File: src/rtl/strap_pkg.sv
package strap_pkg;
  localparam int NPORT = 2;
  localparam int ABIL_W = 4;

  typedef enum logic [1:0] {
    MAC_MII   = 2'd0,
    MAC_RMII  = 2'd1,
    MAC_SER   = 2'd2,
    MAC_SCMII = 2'd3
  } mac_mode_e;

  // ability nibble: {100F, 100H, 10F, 10H}
  function automatic logic [ABIL_W-1:0] adv_of(input logic [1:0] sel);
    logic [ABIL_W-1:0] r;
    case (sel)
      2'b00:   r = 4'b0011;
      2'b01:   r = 4'b1100;
      2'b10:   r = 4'b0101;
      default: r = 4'b1111;
    endcase
    return r;
  endfunction
endpackage

File: src/rtl/strap_sync.sv
// Two-flop level synchroniser; data flops carry no reset so that pin
// levels keep flowing while the chip is held in reset.
module strap_sync #(
  parameter int W = 8
) (
  input  logic         clk,
  input  logic [W-1:0] din,
  output logic [W-1:0] dout
);
  logic [W-1:0] s1_q, s2_q;

  always_ff @(posedge clk) begin
    s1_q <= din;
    s2_q <= s1_q;
  end

  assign dout = s2_q;
endmodule

File: src/rtl/strap_rst_sync.sv
module strap_rst_sync (
  input  logic clk,
  input  logic rst_n,
  output logic rst_sync_n
);
  logic r1_q, r2_q;
  logic r1_d, r2_d;

  always_comb begin
    r1_d = 1'b1;
    r2_d = r1_q;
  end

  always_ff @(posedge clk or negedge rst_n) begin
    if (!rst_n) begin
      r1_q <= 1'b0;
      r2_q <= 1'b0;
    end else begin
      r1_q <= r1_d;
      r2_q <= r2_d;
    end
  end

  assign rst_sync_n = r2_q;
endmodule

File: src/rtl/strap_port_dec.sv
module strap_port_dec
  import strap_pkg::*;
(
  input  logic              aneg_pin,
  input  logic [1:0]        ansel_pin,
  input  logic              mii_pin,
  input  logic              sni_pin,
  input  logic              ext_pin,
  input  logic              glob_err,
  output logic              aneg_en,
  output logic              force_100,
  output logic              force_fdx,
  output logic [ABIL_W-1:0] adv,
  output mac_mode_e         mode
);
  always_comb begin
    aneg_en   = aneg_pin;
    force_100 = 1'b0;
    force_fdx = 1'b0;
    adv       = '0;
    if (aneg_pin) begin
      adv = adv_of(ansel_pin);
    end else begin
      force_100 = ansel_pin[1];
      force_fdx = ansel_pin[0];
    end
  end

  always_comb begin
    if (glob_err)      mode = MAC_MII;
    else if (!mii_pin) mode = ext_pin ? MAC_SCMII : MAC_MII;
    else if (sni_pin)  mode = MAC_SER;
    else               mode = MAC_RMII;
  end
endmodule

File: src/rtl/phy_strap_cfg.sv
module phy_strap_cfg
  import strap_pkg::*;
#(
  parameter int ADDR_HI_W = 4
) (
  input  logic                       clk,
  input  logic                       rst_n,
  input  logic [ADDR_HI_W-1:0]       strap_addr_hi,
  input  logic [NPORT-1:0]           strap_aneg,
  input  logic [2*NPORT-1:0]         strap_ansel,
  input  logic [NPORT-1:0]           strap_mii,
  input  logic [NPORT-1:0]           strap_sni,
  input  logic [NPORT-1:0]           strap_mdix,
  input  logic [NPORT-1:0]           strap_edet,
  input  logic [NPORT-1:0]           strap_led,
  input  logic                       strap_clkdis,
  input  logic                       strap_ext,
  output logic [(ADDR_HI_W+1)*NPORT-1:0] port_addr,
  output logic [NPORT-1:0]           aneg_en,
  output logic [NPORT-1:0]           force_100,
  output logic [NPORT-1:0]           force_fdx,
  output logic [ABIL_W*NPORT-1:0]    adv_abil,
  output logic [2*NPORT-1:0]         mac_mode,
  output logic [NPORT-1:0]           mdix_en,
  output logic [NPORT-1:0]           edet_en,
  output logic [NPORT-1:0]           led_alt,
  output logic                       clkout_en,
  output logic                       cfg_err
);
  localparam int AW     = ADDR_HI_W + 1;
  localparam int O_ADDR = 0;
  localparam int O_ANEG = O_ADDR + ADDR_HI_W;
  localparam int O_SEL  = O_ANEG + NPORT;
  localparam int O_MII  = O_SEL + 2*NPORT;
  localparam int O_SNI  = O_MII + NPORT;
  localparam int O_MDIX = O_SNI + NPORT;
  localparam int O_EDET = O_MDIX + NPORT;
  localparam int O_LED  = O_EDET + NPORT;
  localparam int O_CDIS = O_LED + NPORT;
  localparam int O_EXT  = O_CDIS + 1;
  localparam int RAW_W  = O_EXT + 1;

  logic [RAW_W-1:0] raw, raw_sync;
  logic [RAW_W-1:0] cap_q, cap_d;
  logic             rst_sync_n;
  logic             cap_en;

  assign raw = {strap_ext, strap_clkdis, strap_led, strap_edet, strap_mdix,
                strap_sni, strap_mii, strap_ansel, strap_aneg, strap_addr_hi};

  strap_sync #(.W(RAW_W)) u_sync (.clk(clk), .din(raw), .dout(raw_sync));
  strap_rst_sync u_rsync (.clk(clk), .rst_n(rst_n), .rst_sync_n(rst_sync_n));

  // capture window: open while the synchronised reset is low
  assign cap_en = ~rst_sync_n;

  always_comb begin
    cap_d = cap_q;
    if (cap_en) cap_d = raw_sync;
  end

  always_ff @(posedge clk) begin
    cap_q <= cap_d;
  end

  logic [ADDR_HI_W-1:0] c_addr;
  logic [NPORT-1:0]     c_aneg, c_mii, c_sni, c_mdix, c_edet, c_led;
  logic [2*NPORT-1:0]   c_sel;
  logic                 c_cdis, c_ext;

  assign c_addr = cap_q[O_ANEG-1:O_ADDR];
  assign c_aneg = cap_q[O_SEL-1:O_ANEG];
  assign c_sel  = cap_q[O_MII-1:O_SEL];
  assign c_mii  = cap_q[O_SNI-1:O_MII];
  assign c_sni  = cap_q[O_MDIX-1:O_SNI];
  assign c_mdix = cap_q[O_EDET-1:O_MDIX];
  assign c_edet = cap_q[O_LED-1:O_EDET];
  assign c_led  = cap_q[O_CDIS-1:O_LED];
  assign c_cdis = cap_q[O_CDIS];
  assign c_ext  = cap_q[O_EXT];

  logic [NPORT-1:0] is_rmii, is_ser;
  logic             ext_conflict, rmii_split;

  assign is_rmii      = c_mii & ~c_sni;
  assign is_ser       = c_mii & c_sni;
  assign ext_conflict = c_ext & (|is_ser);
  assign rmii_split   = (|is_rmii) & ~(&is_rmii);
  assign cfg_err      = ext_conflict | rmii_split;

  for (genvar p = 0; p < NPORT; p++) begin : g_port
    mac_mode_e mode_p;
    strap_port_dec u_dec (
      .aneg_pin  (c_aneg[p]),
      .ansel_pin (c_sel[2*p+1 -: 2]),
      .mii_pin   (c_mii[p]),
      .sni_pin   (c_sni[p]),
      .ext_pin   (c_ext),
      .glob_err  (cfg_err),
      .aneg_en   (aneg_en[p]),
      .force_100 (force_100[p]),
      .force_fdx (force_fdx[p]),
      .adv       (adv_abil[ABIL_W*p +: ABIL_W]),
      .mode      (mode_p)
    );
    assign mac_mode[2*p +: 2]  = mode_p;
    assign port_addr[AW*p +: AW] = {c_addr, 1'(p)};
  end

  assign mdix_en   = c_mdix;
  assign edet_en   = c_edet;
  assign led_alt   = ~c_led;
  assign clkout_en = ~c_cdis;
endmodule

File: config.mk
export PLATFORM = sky130hd
export DESIGN_NAME = phy_strap_cfg
export DESIGN_NICKNAME = d
export VERILOG_FILES = /design/src/rtl/strap_pkg.sv /design/src/rtl/strap_sync.sv /design/src/rtl/strap_rst_sync.sv /design/src/rtl/strap_port_dec.sv /design/src/rtl/phy_strap_cfg.sv
export SDC_FILE = /design/constraint.sdc
export NUM_CORES = 1
export LEC_CHECK = 0
export CAP_MARGIN = 10
export CELL_PAD_IN_SITES_DETAIL_PLACEMENT = 2
export CELL_PAD_IN_SITES_GLOBAL_PLACEMENT = 2
export CORE_UTILIZATION = 31
export DETAILED_ROUTE_END_ITERATION = 16
export PLACE_DENSITY = 0.77
export SLEW_MARGIN = 20
export SYNTH_ARGS = -nofsm -noshare
export SYNTH_HDL_FRONTEND = slang
export SYNTH_SLANG_ARGS = --single-unit
File: constraint.sdc
create_clock -name clk -period 1.65 [get_ports clk]
set_input_delay 0.33 -clock clk [delete_from_list [all_inputs] [get_ports clk]]
set_output_delay 0.33 -clock clk [all_outputs]
set_load 0.02 [all_outputs]
Word level (Yosys, flattened, before mapping)

Index checks and enable logic that the tools add are counted.

Register bits: 68
Bits of input ports: 24
Output and inout bits: 36
Word-level logic and storage cells: 38

Eq/ne operators: 4
Muxes and demuxes: 15
Bitwise operators: 9
Reductions and logical operators: 5

Operators by type and width:

| kind                                                 | number |
|---|---|
| case mux 4 bit (3 select lines)                      | 2 |
| 2-to-1 mux 2 bit                                     | 7 |
| 2-to-1 mux 4 bit                                     | 2 |
| bitwise AND 2 bit                                    | 2 |
| equality test 2 x 1 -> 1 bit (second input constant) | 2 |
| equality test 2 bit (second input constant)          | 2 |
| logical NOT 2 bit                                    | 2 |
| 2-to-1 mux 1 bit                                     | 4 |
| NOT 2 bit                                            | 2 |
| OR reduction 2 bit                                   | 2 |
| bitwise AND 1 bit                                    | 2 |
| NOT 1 bit                                            | 2 |
| AND reduction 2 bit                                  | 1 |
| bitwise OR 1 bit                                     | 1 |

Longest topological paths before layout

Word-level depth: 7
Depth in mapped cells: 3
Gate-level depth less buffers: 3

By module

From an unflattened synthesis, not the netlist that was laid out.

Cell total of the unflattened synthesis: 125
Area, all modules: 1961.9 µm²

Modules (own cells, without submodules):

| module         | times used | cells an instance | area each (µm²) | sequential area each (µm²) |
|---|---|---|---|---|
| strap_sync     | 1          | 44                | 880.8           | 880.8 |
| phy_strap_cfg  | 1          | 48                | 832.0           | 660.6 |
| strap_port_dec | 2          | 15                | 97.6            | 0.0 |
| strap_rst_sync | 1          | 3                 | 53.8            | 50.0 |

Worst setup path after synthesis

Ideal clock, no wire load.

Path type: register to output
Start point: reg cap_q[11]
End point: out cfg_err
Arrival: 1.207 ns
Data required time: 1.320 ns
Slack: 0.113 ns
Cell stages (with the launch flop): 4
Buffers on the path: 0
Path through: edfxtp_1 nor2b_4 and3_4 nor3_1

Longest elaborated chain between the ends: 5
Elaborated cells between the ends (all ways): 9
Those cells by class: 6 x bitwise; 3 x reduce/logical

RTL lines:

| item                   | RTL line            | RTL |
|---|---|---|
| start, declared        | phy_strap_cfg.sv:44 | `logic [RAW_W-1:0] cap_q, cap_d;` |
| start signal, assigned | phy_strap_cfg.sv:63 | `cap_q <= cap_d;` |
| bitwise AND 2 bit      | phy_strap_cfg.sv:85 | `assign is_rmii = c_mii & ~c_sni;` |
| AND reduction 2 bit    | phy_strap_cfg.sv:88 | `assign rmii_split = (\|is_rmii) & ~(&is_rmii);` |
| NOT 1 bit              | phy_strap_cfg.sv:88 |  |
| bitwise AND 1 bit      | phy_strap_cfg.sv:88 |  |
| bitwise OR 1 bit (*)   | phy_strap_cfg.sv:89 | `assign cfg_err = ext_conflict \| rmii_split;` |
| end, declared          | phy_strap_cfg.sv:28 | `output logic cfg_err` |

Mark *: on every way between the ends. The rest lies on a longest branch, timed or not.

Final worst setup path

Start point: reg cap_q[10]
End point: out mac_mode[2]

Longest elaborated chain between the ends: 6
Elaborated cells between the ends (all ways): 10
Those cells by class: 1 x mux; 6 x bitwise; 3 x reduce/logical

RTL lines:

| item                 | RTL line             | RTL |
|---|---|---|
| bitwise AND 2 bit    | phy_strap_cfg.sv:85  |  |
| AND reduction 2 bit  | phy_strap_cfg.sv:88  |  |
| NOT 1 bit            | phy_strap_cfg.sv:88  |  |
| bitwise AND 1 bit    | phy_strap_cfg.sv:88  |  |
| bitwise OR 1 bit (*) | phy_strap_cfg.sv:89  |  |
| 2-to-1 mux 2 bit (*) | strap_port_dec.sv:30 | `if (glob_err) mode = MAC_MII;` |
| end, declared        | phy_strap_cfg.sv:23  | `output logic [2*NPORT-1:0] mac_mode,` |

Marks and branches as above.

==> reports/summary.log <==
[cells_and_area] final non-filler cell total 277
[clock_tree] Clock transition at path regs 0.08 ns
[grt] largest net degree at the start of global routing 14
[floorplanning] Core Rows 29
[detailed_routing] DRC marker count from the first detailed-route iteration 17
[timing] maximum clock rate 551.5 MHz
[clock_tree] Clock Sink Count 68
[timing] Fin. Hold Viols 0
[synth] Yosys warning total 0
[power_and_ir_drop] cell area power density 1283 nW/um^2
[cells_and_area] most common cell after layout, fill and taps aside sky130_fd_sc_hd__dfxtp_1
[grt] total congestion overflow after global routing 0
[detailed_routing] via count of the routed design 1102
[floorplanning] CORE AREA 6350 sq um
[cells_and_area] count of antenna diodes in the layout 0
[synth] number of register bits inferred by synthesis 68
[clock_tree] clock latency on the worst-skew pair 0.33 ns
[timing] setup violation total in the final timing report 12
[synth] cell area after synthesis 2037 sq um
[grt] first-pass GRT wire length 6430 um
[clock_tree] Post-CTS Hold Fix Bufs 0
[worst_setup_path] crit path DAT 1.48 ns
[power_and_ir_drop] switching pwr 892.4 uW
[synth] gate count after technology mapping 131
[synth] arithmetic-cell share of the synthesized area counting full adders, half adders and majority gates 4.914%
[synth] compound-cell area share of the yosys netlist 1.966%
[detailed_routing] via count normalized by instance count 3.978
[detailed_routing] detailed-route wire length 4230 um
[power_and_ir_drop] cell internal power dissipation 3023 uW
[placed_design] sum of net half-perimeters after detailed placement 3046 um
[placed_design] buffers added on ports 57
[synth] average instance area after synthesis 15.55 sq um
[detailed_routing] detailed-route wire length on metal 1 1519 um
[power_and_ir_drop] switching portion of total power 22.79%
[clock_tree] number of buffers on the longest clock path 2
[clock_tree] TritonCTS clock tree yes
[synth] sequential share of the synthesized area 78.13%
[clock_tree] root cell of the clock tree sky130_fd_sc_hd__clkbuf_8
[synth] largest family of logic cells by synthesized area buffers and inverters
[floorplanning] width of the die 83.06 um
[job] number of max-cap violations 0
[detailed_routing] drt first pass iters 3
[worst_setup_path] biggest fanout along the worst timing path 3
[outcome] run status finished, violations left
[timing] period utilisation layout 109.9%
[worst_setup_path] startpoint class of the critical path flip-flop
[power_and_ir_drop] combinational share of power 11.6%
[outcome] failing checks setup timing
[cells_and_area] area added between synthesis and finish 49.82%
[cells_and_area] count of nets after finishing 227
[timing] setup clock skew after layout 0.007626 ns
[synth] portion of netlist area occupied by mux cells 0%
[grt] gr usage total 12.83%
[detailed_routing] average routed wire per standard cell 15.27 um
[detailed_routing] number of nets still failing antenna checks after routing 0
[clock_tree] TritonCTS buffer count 9
[detailed_routing] total length of routed met2 wires 2315 um
[power_and_ir_drop] cell leakage power 0.001351 uW
[floorplanning] initial core utilization 32.08%
[synth] post-synth cell types 18
[timing] fin worst setup slack -0.1631 ns
[floorplanning] IO Pins 60
[cells_and_area] leading cell types in the layout, fill and taps excluded sky130_fd_sc_hd__dfxtp_1 (44), sky130_fd_sc_hd__clkdlybuf4s50_1 (24), sky130_fd_sc_hd__edfxtp_1 (22)
[placed_design] routability congestion estimate 0.6534
[grt] antenna violations before repair 0
[floorplanning] Die Ht 83.06 um
[cells_and_area] fraction of the core area covered by cells at the end of the flow 48.06%
[grt] vias in the first global route 1223
[worst_setup_path] required arrival time at the worst endpoint 1.32 ns
[cells_and_area] share of final-layout standard cells stronger than drive strength 1 34.50%
[timing] unrepaired setup endpoints after global routing yes
[detailed_routing] DR DRC count 0
[cells_and_area] fill cell instance count of the final layout 589
[floorplanning] full die area 6899 sq um
[worst_setup_path] class of the most critical setup path reg -> out
[power_and_ir_drop] worst vdd ir 0.0008262 V
[detailed_routing] highest layer used for signal routing met4
[synth] simple logic cell fraction of the synthesized area 5.590%
[timing] Slew Limit Fails 0
[worst_setup_path] endpoint class of the critical path primary output
[detailed_routing] Detail Route met3 WL 330 um
[worst_hold_path] Tightest Hold Check Type in -> async
[placed_design] Placed Cells 254
[clock_tree] H-tree levels 3
[power_and_ir_drop] sequential share of power 48.2%
[timing] clock period minus worst slack 1.813 ns
[synth] xor/xnor cell area share of the yosys netlist 0%
[power_and_ir_drop] fraction of power consumed by the clock network 40.2%
==> cell families (layout without fill, tap and decap cells) <==
| family | after synthesis | in the layout |
|---|---|---|
| flops | 68 | 68 |
| buf+inv | 29 | 97 |
| compound gates | 6 | 6 |
| fa+ha+maj | 8 | 8 |
| simple gates | 18 | 18 |
| other cells | 2 | 3 |
==> critical path, stage by stage (launching register included) <==
cell and delay (ns):
sky130_fd_sc_hd__edfxtp_1 0.47, sky130_fd_sc_hd__buf_6 0.16, sky130_fd_sc_hd__and3_4 0.16, sky130_fd_sc_hd__or2_4 0.23, sky130_fd_sc_hd__buf_6 0.13
==> worst paths after layout <==
path,from,to,slack (ns),cells past startpoint
worst min-delay path,rst_n,u_rsync.r1_q$_DFF_PN0_,0.15,1
min in group clk,u_sync.s1_q[1]$_DFF_P_,u_sync.dout[1]$_DFF_P_,0.33,0
worst min register to register,u_sync.s1_q[1]$_DFF_P_,u_sync.dout[1]$_DFF_P_,0.33,0
max in group asynchronous,rst_n,u_rsync.rst_sync_n$_DFF_PN0_,1.39,1
worst max-delay path,cap_q[10]$_DFFE_PN_,mac_mode[2],-0.16,4
worst max register to register,u_rsync.rst_sync_n$_DFF_PN0_,cap_q[0]$_DFFE_PN_,0.68,2
==> power groups by stage <==
stage               Combinational (uW)  Clock, uW  Sequential, uW
CTS                                406       1620            1890
global placement                   390          0            1910
floorplan                          217          0            1900
global route                       483       1690            1900
finish                             454       1570            1890
detailed placement                 408          0            1920
==> sequential cells by signal, indices dropped and copies added, names as in the netlist <==
signal	count
cap_q	22
u_sync.dout	22
u_rsync.rst_sync_n	1
u_rsync.r1_q	1
u_sync.s1_q	22
==> synth_stat cells <==
| library cell | number | area share (%) |
|---|---|---|
| sky130_fd_sc_hd__dfxtp_1 | 44 | 43 |
| sky130_fd_sc_hd__edfxtp_1 | 22 | 32 |
| sky130_fd_sc_hd__buf_4 | 20 | 7.4 |
| sky130_fd_sc_hd__inv_1 | 9 | 1.7 |
| sky130_fd_sc_hd__ha_1 | 8 | 4.9 |
| sky130_fd_sc_hd__nor2b_1 | 6 | 1.8 |
| sky130_fd_sc_hd__nor2_1 | 4 | 0.74 |
| sky130_fd_sc_hd__a21o_1 | 2 | 0.74 |
| sky130_fd_sc_hd__a21oi_1 | 2 | 0.49 |
| sky130_fd_sc_hd__conb_1 | 2 | 0.37 |
| sky130_fd_sc_hd__dfrtp_1 | 2 | 2.5 |
| sky130_fd_sc_hd__nor3_1 | 2 | 0.49 |
| sky130_fd_sc_hd__o21a_1 | 2 | 0.74 |
| sky130_fd_sc_hd__or2_1 | 2 | 0.61 |
| sky130_fd_sc_hd__and3_4 | 1 | 0.55 |
| sky130_fd_sc_hd__nand2b_1 | 1 | 0.31 |
| sky130_fd_sc_hd__nor2b_4 | 1 | 0.68 |
| sky130_fd_sc_hd__nor3b_1 | 1 | 0.37 |
==> metal layers <==
layer | GRT usage [%] | vias up
met1 | 12.18 | 524
met3 | 5.964 | 7
li1 | - | 527
met4 | 6.583 | 0
met2 | 22.95 | 44
met5 | 0 | -
==> repair_timing <==
action                                  in CTS  in global routing
gates resized for setup                     95                 37
endpoints found under the setup margin      26                 25
setup buffers                                4                  4
pin swaps                                    4                  5
==> cell type report <==
cell class | instances | area [sq um] | area share (%)
clock buffers | 10 | 148.9 | 4.879
clock inverters | 6 | 92.59 | 3.034
inverters | 9 | 36.28 | 1.189
multi-input cells | 35 | 397.9 | 13.04
flip-flops and latches | 68 | 1592 | 52.15
well taps | 77 | 96.34 | 3.157
repair buffers | 72 | 688.2 | 22.55
==> per-stage QoR <==
step	hold WS, ns	setup WS (ns)	total power (uW)	cell area (sq um)	setup TNS, ns
final	0.1465	-0.1631	3916	3052	-1.103
after detailed placement	0.3146	-0.2998	2331	2618	-2.022
after global routing	0.1317	-0.2139	4081	3052	-1.968
after floorplan	0.03441	0.1134	2119	2041	0
after global placement	0.3098	-0.1681	2296	2618	-1.099
after CTS	0.1271	-0.2323	3920	2902	-1.130
Power figures use the tool's default switching activity.
